## src/rtl/pei_pkg.sv

```systemverilog
package pei_pkg;
  localparam int unsigned PEI_LINES = 8;
  // 1 = rising-edge line, 0 = falling-edge line; bit i is line i+1
  localparam logic [PEI_LINES-1:0] PEI_RISE_MAP = 8'b0011_0011;

  typedef enum logic {
    POL_FALL = 1'b0,
    POL_RISE = 1'b1
  } pei_pol_e;

  function automatic pei_pol_e pei_line_pol(input logic [PEI_LINES-1:0] map, input int idx);
    return map[idx] ? POL_RISE : POL_FALL;
  endfunction
endpackage

```

## src/rtl/pei_sync.sv

```systemverilog
module pei_sync #(
  parameter int unsigned W      = 8,
  parameter int unsigned STAGES = 2
) (
  input  logic         clk,
  input  logic         rst_n,
  input  logic [W-1:0] d_i,
  output logic [W-1:0] q_o
);
  localparam int unsigned LAST = STAGES - 1;

  logic [STAGES-1:0][W-1:0] chain_q;
  logic [STAGES-1:0][W-1:0] chain_n;

  always_comb begin
    chain_n[0] = d_i;
    for (int s = 1; s < STAGES; s++) begin
      chain_n[s] = chain_q[s-1];
    end
  end

  always_ff @(posedge clk or negedge rst_n) begin
    if (!rst_n) begin
      chain_q <= '0;
    end else begin
      chain_q <= chain_n;
    end
  end

  assign q_o = chain_q[LAST];
endmodule

```

## src/rtl/pei_edge.sv

```systemverilog
module pei_edge
  import pei_pkg::*;
#(
  parameter int unsigned    W        = 8,
  parameter logic [W-1:0]   RISE_MAP = 8'b0011_0011
) (
  input  logic         clk,
  input  logic         rst_n,
  input  logic [W-1:0] lvl_i,
  input  logic [W-1:0] raw_i,
  output logic [W-1:0] edge_o,
  output logic [W-1:0] raw_hit_o
);
  logic [W-1:0] prev_q;

  always_ff @(posedge clk or negedge rst_n) begin
    if (!rst_n) begin
      prev_q <= '0;
    end else begin
      prev_q <= lvl_i;
    end
  end

  for (genvar i = 0; i < W; i++) begin : g_line
    if (pei_line_pol(RISE_MAP, i) == POL_RISE) begin : g_rise
      assign edge_o[i]    = lvl_i[i] & ~prev_q[i];
      assign raw_hit_o[i] = raw_i[i] & ~lvl_i[i];
    end else begin : g_fall
      assign edge_o[i]    = ~lvl_i[i] & prev_q[i];
      assign raw_hit_o[i] = ~raw_i[i] & lvl_i[i];
    end
  end
endmodule

```

## src/rtl/pei_pend.sv

```systemverilog
module pei_pend #(
  parameter int unsigned W = 8
) (
  input  logic         clk,
  input  logic         rst_n,
  input  logic         we_i,
  input  logic [W-1:0] wdata_i,
  input  logic [W-1:0] edge_i,
  input  logic [W-1:0] ack_i,
  output logic [W-1:0] en_o,
  output logic [W-1:0] pend_o
);
  logic [W-1:0] en_q;
  logic [W-1:0] en_n;
  logic [W-1:0] pend_q;
  logic [W-1:0] pend_n;

  always_comb begin
    en_n   = we_i ? wdata_i : en_q;
    pend_n = ((pend_q & ~ack_i) | (edge_i & en_q)) & en_n;
  end

  always_ff @(posedge clk or negedge rst_n) begin
    if (!rst_n) begin
      en_q <= '0;
    end else if (we_i) begin
      en_q <= en_n;
    end
  end

  always_ff @(posedge clk or negedge rst_n) begin
    if (!rst_n) begin
      pend_q <= '0;
    end else begin
      pend_q <= pend_n;
    end
  end

  assign en_o   = en_q;
  assign pend_o = pend_q;
endmodule

```

## src/rtl/pin_edge_irq.sv

```systemverilog
module pin_edge_irq
  import pei_pkg::*;
#(
  parameter int unsigned            NUM_LINES   = PEI_LINES,
  parameter int unsigned            SYNC_STAGES = 2,
  parameter logic [NUM_LINES-1:0]   RISE_MAP    = PEI_RISE_MAP
) (
  input  logic                 clk,
  input  logic                 rst_n,
  input  logic [NUM_LINES-1:0] pins_i,
  input  logic                 en_we_i,
  input  logic [NUM_LINES-1:0] en_wdata_i,
  output logic [NUM_LINES-1:0] en_rdata_o,
  input  logic                 gmask_i,
  input  logic [NUM_LINES-1:0] ack_i,
  output logic [NUM_LINES-1:0] pend_o,
  output logic [NUM_LINES-1:0] irq_o,
  output logic                 wake_o
);
  logic [NUM_LINES-1:0] lvl_w;
  logic [NUM_LINES-1:0] edge_w;
  logic [NUM_LINES-1:0] raw_hit_w;
  logic [NUM_LINES-1:0] en_w;
  logic [NUM_LINES-1:0] pend_w;

  pei_sync #(.W(NUM_LINES), .STAGES(SYNC_STAGES)) u_sync (
    .clk   (clk),
    .rst_n (rst_n),
    .d_i   (pins_i),
    .q_o   (lvl_w)
  );

  pei_edge #(.W(NUM_LINES), .RISE_MAP(RISE_MAP)) u_edge (
    .clk       (clk),
    .rst_n     (rst_n),
    .lvl_i     (lvl_w),
    .raw_i     (pins_i),
    .edge_o    (edge_w),
    .raw_hit_o (raw_hit_w)
  );

  pei_pend #(.W(NUM_LINES)) u_pend (
    .clk     (clk),
    .rst_n   (rst_n),
    .we_i    (en_we_i),
    .wdata_i (en_wdata_i),
    .edge_i  (edge_w),
    .ack_i   (ack_i),
    .en_o    (en_w),
    .pend_o  (pend_w)
  );

  assign en_rdata_o = en_w;
  assign pend_o     = pend_w;
  assign irq_o      = pend_w & {NUM_LINES{~gmask_i}};
  assign wake_o     = (|pend_w) | (|(raw_hit_w & en_w));
endmodule

```

## config.mk

```make
export PLATFORM = sky130hd
export DESIGN_NAME = pin_edge_irq
export DESIGN_NICKNAME = d
export VERILOG_FILES = /design/src/rtl/pei_pkg.sv /design/src/rtl/pei_sync.sv /design/src/rtl/pei_edge.sv /design/src/rtl/pei_pend.sv /design/src/rtl/pin_edge_irq.sv
export SDC_FILE = /design/constraint.sdc
export NUM_CORES = 1
export LEC_CHECK = 0
export ABC_AREA = 1
export BUFFER_PORTS_ARGS = -buffer_cell sky130_fd_sc_hd__buf_2
export CORE_ASPECT_RATIO = 0.6
export CORE_MARGIN = 2
export CORE_UTILIZATION = 43
export CTS_CLUSTER_DIAMETER = 120
export DETAILED_ROUTE_END_ITERATION = 6
export GPL_TIMING_DRIVEN = 0
export MAX_ROUTING_LAYER = met4
export PLACE_DENSITY_LB_ADDON = 0.12
export SKIP_LAST_GASP = 1
export SYNTH_ARGS = -nofsm -noshare
export SYNTH_HDL_FRONTEND = slang
export SYNTH_SLANG_ARGS = --single-unit
```

## constraint.sdc

```tcl
create_clock -name clk -period 0.87 [get_ports clk]
set_clock_uncertainty 0.1 [all_clocks]
set_input_delay 0.1305 -clock clk [delete_from_list [all_inputs] [get_ports clk]]
set_output_delay 0.1305 -clock clk [all_outputs]
set_load 0.01 [all_outputs]
```

==> impl_metrics.sql <==
INSERT INTO impl_metrics (metric_group, metric, value, unit) VALUES
('outcome', 'outcome', 'finished, violations left', ''),
('outcome', 'violations_in_the_final_reports', 'negative hold slack, negative setup slack', ''),
('route', 'drt_pre_antenna_iters', '4', ''),
('placement', 'routabilityCongestion', '0.818', ''),
('synthesis', 'netlist_top_cells_area', 'sky130_fd_sc_hd__dfrtp_1 (67%), sky130_fd_sc_hd__inv_1 (7.6%), sky130_fd_sc_hd__nor2_1 (4.3%), sky130_fd_sc_hd__nand2_1 (3.5%), sky130_fd_sc_hd__nand3_1 (3.0%)', ''),
('pwr', 'cellLeakagePower', '1.19', 'nW'),
('setup_path', 'max_stage_delay', '0.42', 'ns'),
('timing', 'setup_ws', '-0.545', 'ns'),
('pwr', 'power.share.clock', '30.9', '%'),
('setup_path', 'timing.rr.end', 'u_pend.en_o[2]', ''),
('route', 'routed_via_count_divided_by_cell_count', '4.50', ''),
('synthesis', 'number_of_enable_flip_flop_cells_after_synthesis', '0', ''),
('setup_path', 'regToRegSetupSlack', '-0.29', 'ns'),
('synthesis', 'most_frequently_used_cell_type_in_the_post_synthesis_netlist', 'sky130_fd_sc_hd__dfrtp_1', ''),
('synthesis', 'post_synth_most_frequent_cells', 'sky130_fd_sc_hd__dfrtp_1 (40), sky130_fd_sc_hd__inv_1 (30), sky130_fd_sc_hd__nor2_1 (17)', ''),
('route', 'drc_errors', '0', ''),
('timing', 'finalHoldViolCount', '40', ''),
('cells_and_area', 'area.sequential', '1000', 'µm²'),
('pwr', 'portion_of_total_power_attributed_to_sequential_cells', '51.1', '%'),
('synthesis', 'synth_seq_cells', '40', ''),
('clocking', 'cts_buffers', '5', ''),
('timing', 'finalSetupViolations', '38', ''),
('clocking', 'cts_root_buffer', 'sky130_fd_sc_hd__clkbuf_8', ''),
('cells_and_area', 'layout.nets', '256', ''),
('pwr', 'pwr-share-comb', '18.0', '%'),
('clocking', 'cts-root-to-sink-buffers', '2', ''),
('clocking', 'h-tree-depth', '2', ''),
('setup_path', 'termination_of_the_worst_setup_path', 'wake_o', ''),
('synthesis', 'synthFlopType', 'sky130_fd_sc_hd__dfrtp_1', ''),
('clocking', 'path_clk_slew', '0.07', 'ns'),
('timing', 'max-slew-margin-rel', '42.2', '%'),
('cells_and_area', 'utilization', '70.2', '%'),
('synthesis', 'yosys_warnings', '0', ''),
('floorplan', 'initial_util', '45.3', '%'),
('floorplan', 'die_area', '3960', 'µm²'),
('cells_and_area', 'area_of_combinational_cells_with_multiple_inputs', '443', 'µm²'),
('timing', 'layout_worst_path_cycle_share', '163', '%'),
('route', 'drt_iter0_markers', '51', ''),
('setup_path', 'critical_path.slowest_cell', 'sky130_fd_sc_hd__dfrtp_1', ''),
('placement', 'buffer_ports.inserted', '51', ''),
('setup_path', 'worst-endpoint-required', '0.64', 'ns'),
('clocking', 'holdBufCountCts', '8', ''),
('setup_path', 'crit_chain', 'nor2_1, nand3_1, nor2_1, nand3_1, buf_2', ''),
('cells_and_area', 'flow.area_growth_from_synthesis', '54.9', '%'),
('job', 'drv.max_cap_violation_count', '0', ''),
('timing', 'fin_crit', '1.41', 'ns'),
('clocking', 'clock_sinks', '40', ''),
('timing', 'rsz0062_at_grt', 'yes', ''),
('synthesis', 'synth_top_area_cell', 'sky130_fd_sc_hd__dfrtp_1', ''),
('setup_path', 'arr_time_crit_path', '1.18', 'ns'),
('setup_path', 'critical_path.reg2reg.startpoint', 'u_pend.en_o[2]', ''),
('clocking', 'cts_tree', 'done', ''),
('pwr', 'switching_share', '25.1', '%'),
('setup_path', 'critical_path.startpoint', 'u_pend.pend_o[0]', ''),
('setup_path', 'path_class', 'flop to output port', ''),
('clocking', 'clkLatencyLatePin', '0.28', 'ns'),
('pwr', 'power_report.internal_total', '3.00', 'mW'),
('global_routing', 'global_route_wire_length_before_repair', '5730', 'µm'),
('placement', 'dp_worst_setup_slack', '-0.292', 'ns'),
('synthesis', 'synth-async-reset-ratio', '100', '%'),
('worst_hold_path', 'holdCritPathClass', 'primary input to asynchronous set/reset pin', ''),
('synthesis', 'syn_nets', '170', ''),
('timing', 'final.hold.worst_slack', '-0.143', 'ns'),
('placement', 'place.detailed.instances', '238', ''),
('floorplan', 'rows', '16', ''),
('global_routing', 'leftover_overflow_at_the_end_of_global_routing', '0', ''),
('global_routing', 'antenna_found_initial', '0', ''),
('cells_and_area', 'num_antenna_cells', '0', ''),
('synthesis', 'synth_sequential_area_ratio', '67.3', '%'),
('synthesis', 'netlist_instances', '142', ''),
('pwr', 'power-per-cell-area', '1740', 'nW/µm²');
## per-stage QoR
stage	area, µm²	power [mW]	TNS, ns
after CTS	2180	3.94	-8.13
after floorplan	1530	2.31	-0.644
after global routing	2300	4.19	-10.74
after global placement	1840	2.53	-3.27
after detailed placement	1840	2.55	-5.57
final	2300	4.01	-9.27
## cells by family after synthesis
kind of cell | share of synthesized area [%]
and+or+nand+nor | 17.4
AOI/OAI and AO/OA | 6.73
DFF | 67.3
buffers and inverters | 8.58
## cell usage in the layout, fill, tap and decap left out, drive strengths merged
cell type,instances
clkbuf,9
nand2,14
dfrtp,40
nand3,9
buf,72
o21a,2
nand3b,6
dlygate4sd3,8
a21oi,6
or2,6
inv,30
nor3b,2
o21ai,8
nor2,17
## worst min path at each step
stage / end / start / slack [ns]
floorplan: u_edge.prev_q[0] / rst_n / -0.27
global placement: u_sync.chain_n[14] / pins_i[6] / 0.15
detailed placement: u_sync.chain_n[14] / pins_i[6] / 0.15
CTS: u_sync.q_o[1] / rst_n / -0.12
global route: u_sync.chain_n[11] / rst_n / -0.08
finish: u_edge.prev_q[1] / rst_n / -0.14
## routing by layer
layer	track usage, %	routed length, µm	up-vias
met2	29.9	1680	23
met5	-	0	-
li1	-	-	608
met1	26.8	1670	594
met3	6.23	142	7
met4	5.93	47	0
## what timing repair did
action | 4_1_cts | 5_1_grt
pin swaps | 9 | 7
cloned | 0 | 0
hold endpoints to repair | 53 | 44
endpoints found under the setup margin | 35 | 40
gates resized for setup | 19 | 17
buffers inserted | 11 | 9
## power groups by stage
stage	logic [mW]	registers [mW]	clock network [mW]
2_1_floorplan	0.210	2.10	0
3_3_place_gp	0.453	2.08	0
3_5_place_dp	0.463	2.08	0
4_1_cts	0.635	2.04	1.26
5_1_grt	0.786	2.06	1.35
6_report	0.721	2.05	1.24
## sequential cells by signal, indices dropped and copies added (netlist names)
register / count
u_sync.chain_n: 8
u_pend.en_o: 8
u_edge.prev_q: 8
u_pend.pend_o: 8
u_sync.q_o: 8
## cell type report
type	instances	area share (%)
plain buffers	2	0.651
clock buffers	8	3.91
inverters	30	4.99
multi-input cells	70	19.2
flip-flops and latches	40	43.4
well taps	45	2.44
repair buffers	79	25.4
## worst max-delay path: cells and delay by family (launching register included)
family	cells	cell delay (ns)
DFF	1	0.42
buffers and inverters	1	0.14
and+or+nand+nor	4	0.35
No activity file was read; power rests on OpenSTA's default activity.
